### config.mk
export PLATFORM = sky130hd
export DESIGN_NAME = adcstat_regs
export DESIGN_NICKNAME = d
export VERILOG_FILES = /design/src/rtl/adcstat_pkg.sv /design/src/rtl/adcstat_flagbank.sv /design/src/rtl/adcstat_cfggate.sv /design/src/rtl/adcstat_regs.sv
export SDC_FILE = /design/constraint.sdc
export NUM_CORES = 1
export LEC_CHECK = 0
export ABC_AREA = 1
export BUFFER_PORTS_ARGS = -buffer_cell sky130_fd_sc_hd__buf_2
export CAP_MARGIN = 30
export CORE_MARGIN = 2
export CORE_UTILIZATION = 53
export CTS_BUF_LIST = sky130_fd_sc_hd__clkbuf_2
export CTS_CLUSTER_DIAMETER = 30
export DETAILED_ROUTE_END_ITERATION = 8
export GPL_TIMING_DRIVEN = 0
export PLACE_DENSITY = 0.85
export RECOVER_POWER = 25
export SYNTH_ARGS = -nofsm -noshare
export SYNTH_HDL_FRONTEND = slang
export SYNTH_HIERARCHICAL = 1
export SYNTH_SLANG_ARGS = --single-unit
### constraint.sdc
create_clock -name clk -period 1.7 [get_ports clk]
set_clock_uncertainty 0.2 [all_clocks]
set_input_delay 0.085 -clock clk [delete_from_list [all_inputs] [get_ports clk]]
set_output_delay 0.085 -clock clk [all_outputs]
set_load 0.02 [all_outputs]
### src/rtl/adcstat_pkg.sv
package adcstat_pkg;
  localparam int REG_W  = 32;
  localparam int NFLAG  = 10;
  localparam int NWDOG  = 3;
  localparam int ADDR_W = 3;

  localparam int FL_RDY = 0;
  localparam int FL_SMP = 1;
  localparam int FL_EOC = 2;
  localparam int FL_EOS = 3;
  localparam int FL_OVR = 4;
  localparam int FL_WD0 = 5;
  localparam int FL_CAL = 8;
  localparam int FL_CC  = 9;

  localparam logic [ADDR_W-1:0] A_FLAGS = 3'd0;
  localparam logic [ADDR_W-1:0] A_IEN   = 3'd1;
  localparam logic [ADDR_W-1:0] A_CFG   = 3'd2;
  localparam logic [ADDR_W-1:0] A_CTRL  = 3'd3;
  localparam logic [ADDR_W-1:0] A_DATA  = 3'd4;

  localparam int CFG_MODE_BIT = 30;
  localparam int CFG_DIR_BIT  = 31;

  // next value of one sticky flag: a set beats a clear
  function automatic logic flag_step(logic q, logic set, logic clr);
    return set | (q & ~clr);
  endfunction

  // a new result is lost when the old one is still unread and not consumed now
  function automatic logic overrun_hit(logic ev, logic q, logic clr);
    return ev & q & ~clr;
  endfunction
endpackage

### src/rtl/adcstat_flagbank.sv
module adcstat_flagbank #(
  parameter int NF = 10
) (
  input  logic          clk,
  input  logic          rst_n,
  input  logic [NF-1:0] set_i,
  input  logic [NF-1:0] clr_i,
  output logic [NF-1:0] flags_o
);
  import adcstat_pkg::*;

  for (genvar i = 0; i < NF; i++) begin : g_bit
    logic q;
    always_ff @(posedge clk) begin
      if (!rst_n) q <= 1'b0;
      else        q <= flag_step(q, set_i[i], clr_i[i]);
    end
    assign flags_o[i] = q;

    p_set_wins_r3: assert property (@(posedge clk) disable iff (!rst_n)
      set_i[i] |=> flags_o[i]);
    p_w1c_r2: assert property (@(posedge clk) disable iff (!rst_n)
      (clr_i[i] && !set_i[i]) |=> !flags_o[i]);
    p_hold_r2: assert property (@(posedge clk) disable iff (!rst_n)
      (!clr_i[i] && !set_i[i]) |=> $stable(flags_o[i]));
  end
endmodule

### src/rtl/adcstat_cfggate.sv
module adcstat_cfggate #(
  parameter int NCH = 8
) (
  input  logic           clk,
  input  logic           rst_n,
  input  logic           cfg_wr_i,
  input  logic [NCH-1:0] cfg_mask_i,
  input  logic           cfg_mode_i,
  input  logic           cfg_dir_i,
  input  logic           ctrl_wr_i,
  input  logic           ctrl_en_i,
  input  logic           ctrl_start_i,
  input  logic           cc_flag_i,
  input  logic           applied_i,
  output logic           cc_set_o,
  output logic           conv_en_o,
  output logic           start_o,
  output logic           cfg_load_o,
  output logic [NCH-1:0] cfg_mask_o,
  output logic           cfg_mode_o,
  output logic           cfg_dir_o
);
  logic busy_q;
  logic cfg_take;
  logic start_take;

  assign cfg_take   = cfg_wr_i & ~busy_q & ~cc_flag_i;
  assign start_take = ctrl_wr_i & ctrl_start_i & conv_en_o & ~busy_q;
  assign cc_set_o   = applied_i & busy_q;

  always_ff @(posedge clk) begin
    if (!rst_n) begin
      busy_q     <= 1'b0;
      conv_en_o  <= 1'b0;
      start_o    <= 1'b0;
      cfg_load_o <= 1'b0;
      cfg_mask_o <= '0;
      cfg_mode_o <= 1'b0;
      cfg_dir_o  <= 1'b0;
    end else begin
      start_o    <= start_take;
      cfg_load_o <= cfg_take;
      if (ctrl_wr_i) conv_en_o <= ctrl_en_i;
      if (cfg_take) begin
        busy_q     <= 1'b1;
        cfg_mask_o <= cfg_mask_i;
        cfg_mode_o <= cfg_mode_i;
        cfg_dir_o  <= cfg_dir_i;
      end else if (cc_set_o) begin
        busy_q <= 1'b0;
      end
    end
  end

  p_cfg_ignored_r9: assert property (@(posedge clk) disable iff (!rst_n)
    (cfg_wr_i && (busy_q || cc_flag_i)) |=> ($stable(cfg_mask_o) && !cfg_load_o));
  p_cfg_pulse_r9: assert property (@(posedge clk) disable iff (!rst_n)
    cfg_load_o |=> !cfg_load_o);
  p_start_blocked_r11: assert property (@(posedge clk) disable iff (!rst_n)
    (busy_q || !conv_en_o) |=> !start_o);
  p_stray_apply_r10: assert property (@(posedge clk) disable iff (!rst_n)
    (applied_i && !busy_q) |-> !cc_set_o);
endmodule

### src/rtl/adcstat_regs.sv
module adcstat_regs #(
  parameter int NCH    = 8,
  parameter int DATA_W = 12
) (
  input  logic                           clk,
  input  logic                           rst_n,
  input  logic                           bus_sel,
  input  logic                           bus_wr,
  input  logic                           bus_rd,
  input  logic [adcstat_pkg::ADDR_W-1:0] bus_addr,
  input  logic [31:0]                    bus_wdata,
  output logic [31:0]                    bus_rdata,
  input  logic                           ev_ready,
  input  logic                           ev_smp_end,
  input  logic                           ev_conv_end,
  input  logic [DATA_W-1:0]              ev_result,
  input  logic                           ev_seq_end,
  input  logic [2:0]                     ev_wdog,
  input  logic                           ev_cal_end,
  input  logic                           ev_cfg_applied,
  output logic                           conv_enable,
  output logic                           conv_start,
  output logic                           cfg_load,
  output logic [NCH-1:0]                 cfg_chan_mask,
  output logic                           cfg_mode,
  output logic                           cfg_dir,
  output logic                           irq
);
  import adcstat_pkg::*;

  localparam int NF = NFLAG;

  logic wr_flags, wr_ien, wr_cfg, wr_ctrl, rd_data;
  logic [NF-1:0]     flag_set, flag_clr, flags;
  logic [REG_W-1:0]  ien_q;
  logic [DATA_W-1:0] data_q;
  logic              eoc_clr, ovr_set, cc_set;

  assign wr_flags = bus_sel & bus_wr & (bus_addr == A_FLAGS);
  assign wr_ien   = bus_sel & bus_wr & (bus_addr == A_IEN);
  assign wr_cfg   = bus_sel & bus_wr & (bus_addr == A_CFG);
  assign wr_ctrl  = bus_sel & bus_wr & (bus_addr == A_CTRL);
  assign rd_data  = bus_sel & bus_rd & ~bus_wr & (bus_addr == A_DATA);

  assign eoc_clr = rd_data | (wr_flags & bus_wdata[FL_EOC]);
  assign ovr_set = overrun_hit(ev_conv_end, flags[FL_EOC], eoc_clr);

  always_comb begin
    flag_clr = wr_flags ? bus_wdata[NF-1:0] : '0;
    flag_clr[FL_EOC] = eoc_clr;
    flag_set = '0;
    flag_set[FL_RDY] = ev_ready & conv_enable;
    flag_set[FL_SMP] = ev_smp_end;
    flag_set[FL_EOC] = ev_conv_end;
    flag_set[FL_EOS] = ev_seq_end;
    flag_set[FL_OVR] = ovr_set;
    flag_set[FL_WD0 +: NWDOG] = ev_wdog;
    flag_set[FL_CAL] = ev_cal_end;
    flag_set[FL_CC]  = cc_set;
  end

  adcstat_flagbank #(.NF(NF)) u_flags (
    .clk     (clk),
    .rst_n   (rst_n),
    .set_i   (flag_set),
    .clr_i   (flag_clr),
    .flags_o (flags)
  );

  adcstat_cfggate #(.NCH(NCH)) u_gate (
    .clk          (clk),
    .rst_n        (rst_n),
    .cfg_wr_i     (wr_cfg),
    .cfg_mask_i   (bus_wdata[NCH-1:0]),
    .cfg_mode_i   (bus_wdata[CFG_MODE_BIT]),
    .cfg_dir_i    (bus_wdata[CFG_DIR_BIT]),
    .ctrl_wr_i    (wr_ctrl),
    .ctrl_en_i    (bus_wdata[0]),
    .ctrl_start_i (bus_wdata[1]),
    .cc_flag_i    (flags[FL_CC]),
    .applied_i    (ev_cfg_applied),
    .cc_set_o     (cc_set),
    .conv_en_o    (conv_enable),
    .start_o      (conv_start),
    .cfg_load_o   (cfg_load),
    .cfg_mask_o   (cfg_chan_mask),
    .cfg_mode_o   (cfg_mode),
    .cfg_dir_o    (cfg_dir)
  );

  always_ff @(posedge clk) begin
    if (!rst_n) begin
      ien_q  <= '0;
      data_q <= '0;
    end else begin
      if (wr_ien)      ien_q  <= bus_wdata;
      if (ev_conv_end) data_q <= ev_result;
    end
  end

  assign irq = |(flags & ien_q[NF-1:0]);

  always_comb begin
    bus_rdata = '0;
    if (bus_sel && bus_rd) begin
      case (bus_addr)
        A_FLAGS: bus_rdata[NF-1:0] = flags;
        A_IEN:   bus_rdata = ien_q;
        A_CFG: begin
          bus_rdata[NCH-1:0]      = cfg_chan_mask;
          bus_rdata[CFG_MODE_BIT] = cfg_mode;
          bus_rdata[CFG_DIR_BIT]  = cfg_dir;
        end
        A_CTRL:  bus_rdata[0] = conv_enable;
        A_DATA:  bus_rdata[DATA_W-1:0] = data_q;
        default: bus_rdata = '0;
      endcase
    end
  end

  p_ovr_r7: assert property (@(posedge clk) disable iff (!rst_n)
    (ev_conv_end && flags[FL_EOC] && !eoc_clr) |=> flags[FL_OVR]);
  p_rdy_gate_r4: assert property (@(posedge clk) disable iff (!rst_n)
    (ev_ready && !conv_enable && !flags[FL_RDY]) |=> !flags[FL_RDY]);
  p_data_clr_r6: assert property (@(posedge clk) disable iff (!rst_n)
    (rd_data && !ev_conv_end) |=> !flags[FL_EOC]);
  p_data_cap_r5: assert property (@(posedge clk) disable iff (!rst_n)
    ev_conv_end |=> (data_q == $past(ev_result) && flags[FL_EOC]));
endmodule

==> impl_metrics.py, run 1 <==
metrics = {
    "synthesis": {
        "synth_top_family_by_area": "simple AND/OR/NAND/NOR gates",
        "syn-num-nets": 588,
        "syn_inst": 527,
        "synth_fa_ha_area_frac": 0,
        "synth_compound_area_frac": 0.104,
        "syn_area_mm2": 0.00337,
        "syn_area_per_cell_um2": 6.39,
        "yosys.area_share.xor_xnor": 0,
        "ys_seq_area_frac": 0.404,
        "synth_cell_types": 21,
        "ys_ff_latch": 68,
        "ys_warn_count": 6,
        "synth_mux_area_frac": 0,
        "yosys.area_share.simple": 0.352,
    },
    "placement": {
        "gp_congestion": 0.912,
        "dp.final_hpwl_um": 7090,
        "port_buffers": 105,
    },
    "run": {
        "max_cap_violations": 0,
    },
    "cts": {
        "worstSkewPairLatency_ns": 0.52,
        "numCtsBuffers": 9,
        "cts_tree": "done",
        "htreeDepth": 3,
        "clockBufferDepth": 2,
        "cts.clk_slew.worst_paths_ns": 0.19,
        "clockRootBuffer": "clkbuf_2",
        "cts_sinks": 68,
    },
    "timing": {
        "clock.fmax_mhz": 558,
        "relSlewSlack": 0.684,
        "period_share": 1.06,
        "setup_slack_ns": -0.0935,
        "timing.hold.ws_ns": 0.0900,
        "worst_slew_pin_slew_ns": 0.474,
        "layout_min_cycle_time_ns": 1.79,
        "rsz0062_at_grt": "true",
        "finalSetupViolCount": 13,
        "maxSlewViolCount": 0,
        "hold_violations": 0,
    },
    "outcome": {
        "status": "complete, but fails checks",
        "violations": "setup timing",
    },
    "critical_path": {
        "r2r_cells": 5,
        "path_cells": "buf_2, inv_1, nand2_1, nor2_2, clkbuf_4, nand2_1, nand2_1, nor2_1, nor2_1, buf_4",
        "r2r-end": "u_flags/g_bit[2].q$_SDFF_PN0_",
        "startpoint_type": "input port",
        "rrSetupSlack_ns": 0.11,
        "startpoint": "bus_addr[1]",
        "critPathSlowestCell": "clkbuf_4",
        "worst-setup-path-type": "input port to output port",
        "path_max_fanout": 10,
        "cpMostUsedCell": "nand2_1",
        "cp.arrival_ns": 1.51,
        "critPathMaxStageDelay_ns": 0.24,
        "worst_ep_required_time_ns": 1.41,
        "reg2reg_from": "u_flags/g_bit[2].q$_SDFF_PN0_",
        "endpoint_kind": "output port",
    },
    "floorplanning": {
        "io_pins": 107,
        "rows": 29,
        "fp.dieH_um": 83.7,
        "start_util": 0.539,
        "dieArea_mm2": 0.00701,
        "die_w_um": 83.7,
        "fp.coreArea_mm2": 0.00624,
    },
    "hold_path": {
        "min_from": "bus_sel",
        "min_to": "ien_q[1]$_SDFFE_PN0P_",
        "hold_path_depth": 5,
        "min_path_type": "input port to flop",
    },
    "power": {
        "clkPwrFrac": 0.330,
        "internal-power_uw": 2390,
        "powerDensity_mw_per_mm2": 659,
        "pwr-share-seq": 0.512,
        "ir_worst_vdd_mv": 0.531,
        "switching_share": 0.276,
        "combPwrFrac": 0.158,
        "p_leak_uw": 0.00235,
        "p_sw_uw": 909,
        "finalPower_uw": 3290,
    },
    "detailed_routing": {
        "ant_nets": 0,
        "drtIter0Drc": 380,
        "post_drt_wl_per_cell_um": 14.6,
        "vias": 4223,
        "drt_wl_total_um": 11600,
        "viasPerCell": 5.33,
        "drc": 0,
        "dr.pass1.iters": 5,
    },
    "global_route": {
        "grt_util_all_layers": 0.330,
        "grt_pass1_wl_um": 18700,
        "grt_max_degree": 12,
        "grt.overflow.total": 0,
        "antenna_found_initial": 0,
        "grt_pass1_vias": 4061,
    },
    "final_layout": {
        "antenna_cells": 0,
        "drive_gt1_frac": 0.295,
        "final_nets": 771,
        "syn2layout_area_growth_pct": 48.5,
    },
}
==> layout by cell type (no fill, tap or decap), types with 4 or more instances in the layout <==
master and n:
nand2_2 11, o21ai_0 14, dfxtp_2 23, o21ai_2 7, buf_6 8, buf_4 15, dfxtp_1 43, nor2_1 89
inv_2 9, dlygate4sd3_1 71, a21oi_1 49, clkbuf_2 15, clkbuf_1 9, nand3_1 41, inv_1 53, nand4_1 4
nand3_2 8, buf_2 101, nand2_1 126
==> critical path: cells and delay by family <==
| family | cells | cell delay (ns) |
|---|---|---|
| simple gates | 6 | 0.65 |
| buf+inv | 4 | 0.78 |
==> area by class of cell <==
cell class,instances,area (µm²)
buffer,27,160
clock buffer,11,55.1
clock inverter,5,76.3
fill,406,1240
inverter,64,241
multi-input combinational,358,1650
sequential,68,1400
tap,77,96.3
timing repair buffer,182,1320
==> stage by stage <==
stage          setup slack (ns)  cell area [µm²]  instances  TNS (ns)  utilization
2_1_floorplan             0.285             3370        527         0            -
3_3_place_gp             -0.105             3990        709    -0.866        0.639
3_5_place_dp             -0.147             3990        709     -1.10        0.639
4_1_cts                 -0.0413             4890        789    -0.131        0.783
5_1_grt                  -0.146             5000        792     -1.41        0.801
6_report                -0.0935             5000        792    -0.592        0.801
==> Yosys cell counts (all sizes together) <==
cell type	instances	area [µm²]
nor4	2	12.5
nor3	3	20.0
buf	24	179
a21oi	49	245
nand4	4	25.0
dfxtp	68	1360
clkinv	2	8.75
o21ai	21	105
nor2	92	353
clkbuf	13	48.8
nand3	49	250
inv	62	233
nand2	138	526
==> per-layer routing <==
metal  share of wire  GRT usage
met3           0.073     0.0544
met2            0.50      0.588
met1            0.39      0.384
met4           0.038      0.158
met5               0          0
==> flip-flops by register name, indices dropped and copies added (netlist names) <==
signal	flops
u_gate/busy_q	1
u_gate/start_o	1
data_q	12
u_gate/conv_en_o	1
ien_q	32
u_gate/cfg_load_o	1
u_flags/g_bit.q	10
u_gate/cfg_dir_o	1
u_gate/cfg_mask_o	8
u_gate/cfg_mode_o	1
==> how the worst max path moves through the flow <==
stage / endpoint / slack, ns / cells past startpoint
floorplan: bus_rdata[30] / 0.29 / 7
global placement: u_flags/g_bit[9].q$_SDFF_PN0_ / -0.10 / 9
detailed placement: u_flags/g_bit[0].q$_SDFF_PN0_ / -0.15 / 9
CTS: irq / -0.04 / 5
global route: u_flags/g_bit[4].q$_SDFF_PN0_ / -0.15 / 10
finish: bus_rdata[4] / -0.09 / 10
==> power by group through the flow <==
stage,logic (µW),clock network [µW],registers [µW]
final,521,1090,1690
after global routing,563,1160,1690
after CTS,479,1080,1680
after detailed placement,365,0,1710
after global placement,358,0,1700
after floorplan,209,0,1710
==> cell families (layout without fill, tap and decap cells) <==
kind of cell | after synthesis | count (layout)
buffers and inverters | 101 | 289
and+or+nand+nor | 288 | 288
AOI/OAI and AO/OA | 70 | 70
DFF | 68 | 68
==> repair_timing <==
item,CTS,global route
hold endpoints to repair,68,1
pin swaps,17,16
hold buffers,70,1
setup endpoints to repair,11,37
buffers inserted,2,4
gates cloned,0,0
gates resized for setup,55,40
No activity file was read; power rests on OpenSTA's default activity.
==> run 2, diff against run 1 <==
--- a/config.mk
+++ b/config.mk
@@ -9,12 +9,12 @@
 export BUFFER_PORTS_ARGS = -buffer_cell sky130_fd_sc_hd__buf_2
 export CAP_MARGIN = 30
 export CORE_MARGIN = 2
-export CORE_UTILIZATION = 53
+export CORE_UTILIZATION = 50
 export CTS_BUF_LIST = sky130_fd_sc_hd__clkbuf_2
 export CTS_CLUSTER_DIAMETER = 30
 export DETAILED_ROUTE_END_ITERATION = 8
 export GPL_TIMING_DRIVEN = 0
-export PLACE_DENSITY = 0.85
+export PLACE_DENSITY = 0.81
 export RECOVER_POWER = 25
 export SYNTH_ARGS = -nofsm -noshare
 export SYNTH_HDL_FRONTEND = slang
==> run 2 against run 1 <==
  * The run still ends with setup timing left
  * Global-route usage decreased by 2.6 points
  * Largest cell class unchanged
  * Wire length fell by 2.1%
  * First-iteration DRC count fell by 35%
  * Critical path depth down 5
  * Cell count did not move
  * Clock-buffer cell count decreased by 2
  * Clock power is 29% lower
  * Critical endpoint is now irq
  * Maximum frequency up 2.7%
  * Non-clock buffer count rose by 1
  * Register-to-register slack gained 0.03 ns
  * Final area down 0.43%
  * Die area grew 5.7%
==> impl_metrics.py, run 2 (synthesis results as in run 1) <==
metrics = {
    "detailed_routing": {
        "drtIter0Drc": 246,
        "vias": 4121,
        "dr.pass1.iters": 6,
        "drc": 0,
        "post_drt_wl_per_cell_um": 14.3,
        "ant_nets": 0,
        "drt_wl_total_um": 11400,
        "viasPerCell": 5.20,
    },
    "critical_path": {
        "path_cells": "nand2_2, nand4_1, nor2_1, nand3_1, buf_6",
        "startpoint": "u_flags/g_bit[0].q$_SDFF_PN0_",
        "critPathSlowestCell": "dfxtp_2",
        "crit_family": "simple AND/OR/NAND/NOR gates",
        "path_max_fanout": 3,
        "cp.arrival_ns": 1.46,
        "startpoint_type": "flop",
        "endpoint": "irq",
        "rrSetupSlack_ns": 0.14,
        "critPathBufInv": 1,
        "r2r_cells": 4,
        "worst-setup-path-type": "flop to output port",
        "worst_ep_required_time_ns": 1.41,
        "cp.depth": 5,
        "reg2reg_from": "u_gate/conv_en_o$_SDFFE_PN0P_",
        "endpoint_kind": "output port",
        "r2r-end": "u_gate/conv_en_o$_SDFFE_PN0P_",
        "critPathMaxStageDelay_ns": 0.39,
    },
    "final_layout": {
        "instances_no_fill": 792,
        "multi_input_area_mm2": 0.00166,
        "antenna_cells": 0,
        "final_nets": 772,
        "final_common_cell": "nand2_1",
        "nFillCells": 475,
        "seqCellArea_mm2": 0.00140,
        "layout_common_cells": "nand2_1, buf_2, nor2_1",
        "top_register": "ien_q",
        "top_regs": "ien_q x32, data_q x12, u_flags/g_bit.q x10",
        "largest_reg_flops": 32,
        "drive_gt1_frac": 0.292,
        "syn2layout_area_growth_pct": 47.8,
    },
    "global_route": {
        "grt_util_all_layers": 0.304,
        "grt.overflow.total": 0,
        "grt_max_degree": 12,
        "grt_pass1_wl_um": 17700,
        "antenna_found_initial": 0,
        "grt_pass1_vias": 3951,
    },
    "timing": {
        "rsz0062_at_grt": "true",
        "maxSlewViolCount": 0,
        "clock.fmax_mhz": 572,
        "setup_slack_ns": -0.0472,
        "finalSetupViolCount": 4,
        "worst_slew_pin_slew_ns": 0.486,
        "layout_min_cycle_time_ns": 1.75,
        "timing.hold.ws_ns": 0.0759,
        "hold_violations": 0,
        "period_share": 1.03,
        "relSlewSlack": 0.676,
    },
    "outcome": {
        "violations": "setup timing",
        "status": "complete, but fails checks",
    },
    "placement": {
        "dp.final_hpwl_um": 7030,
        "port_buffers": 105,
        "placed_cells": 709,
        "gp_congestion": 0.939,
    },
    "floorplanning": {
        "fp.dieH_um": 86.1,
        "die_w_um": 86.1,
        "fp.coreArea_mm2": 0.00642,
        "dieArea_mm2": 0.00741,
        "rows": 29,
        "io_pins": 107,
        "start_util": 0.524,
    },
    "power": {
        "ir_worst_vdd_mv": 0.503,
        "p_leak_uw": 0.00233,
        "powerDensity_mw_per_mm2": 598,
    },
    "cts": {
        "cts_tree": "done",
        "clockBufferDepth": 2,
        "clockRootBuffer": "clkbuf_2",
        "cts.clk_slew.worst_paths_ns": 0.20,
        "numCtsBuffers": 9,
        "htreeDepth": 3,
        "worstSkewPairLatency_ns": 0.52,
        "cts_sinks": 68,
    },
    "run": {
        "max_cap_violations": 0,
    },
    "hold_path": {
        "min_path_type": "input port to flop",
        "hold_path_depth": 6,
    },
}
[run 2: cell types whose count changed in the layout (fill, tap and decap cells not counted), moves of 3 or more]
cell / delta
nand2_1: +3
nand2_2: -4
clkbuf_2: -3
nand3_1: -3
dlygate4sd3_1: +4
clkinv_2: +4
nand3_2: +3
[run 2: cell type report]
cell class | count | share of cell area
sequential | 68 | 0.280
buffer | 26 | 0.0312
clock inverter | 6 | 0.00654
inverter | 64 | 0.0493
clock buffer | 9 | 0.00905
tap | 77 | 0.0194
multi-input combinational | 358 | 0.334
timing repair buffer | 184 | 0.270
[run 2: where the power goes]
group	switching, µW	internal [µW]	total (µW)
logic	274	248	523
registers	37.8	1650	1690
clock network	598	171	769
[run 2: repair_timing]
item | 4_1_cts | 5_1_grt
hold endpoints to repair | 68 | 1
endpoints found under the setup margin | 11 | 41
hold buffers | 74 | 1
resized for setup | 55 | 39
setup buffers | 1 | 3
pin swaps | 12 | 18
[run 2: routing by layer]
metal / routed length [µm] / GRT usage
met5: 0 / 0
met4: 318 / 0.105
met3: 939 / 0.0577
met2: 5650 / 0.553
met1: 4450 / 0.354
[run 2: how the worst min path moves through the flow]
stage | slack (ns) | to | from
after floorplan | 0.01 | u_gate/conv_en_o$_SDFFE_PN0P_ | bus_wdata[0]
after global placement | 0.11 | data_q[11]$_SDFFE_PN0P_ | ev_result[11]
after detailed placement | 0.12 | data_q[9]$_SDFFE_PN0P_ | ev_result[9]
after CTS | -0.28 | u_gate/start_o$_SDFF_PN0_ | bus_addr[2]
after global routing | 0.1 | ien_q[1]$_SDFFE_PN0P_ | bus_addr[0]
final | 0.08 | ien_q[1]$_SDFFE_PN0P_ | bus_wr
[run 2: worst reg2reg max path: cells and delay by family, from the launching register on]
kind | cells | cell delay [ns]
AO/OA/AOI/OAI | 2 | 0.21
buffers and inverters | 2 | 0.70
flip-flops | 1 | 0.36
[run 2: stage by stage]
stage | TNS [ns] | util | power, µW | instance area (µm²) | setup slack, ns
floorplan | 0 | - | 1920 | 3370 | 0.285
global placement | -0.669 | 0.621 | 2060 | 3990 | -0.0853
detailed placement | -0.688 | 0.621 | 2070 | 3990 | -0.0916
CTS | -0.0402 | 0.759 | 2930 | 4870 | -0.0293
global route | -0.505 | 0.775 | 3100 | 4980 | -0.0888
finish | -0.0959 | 0.775 | 2980 | 4980 | -0.0472
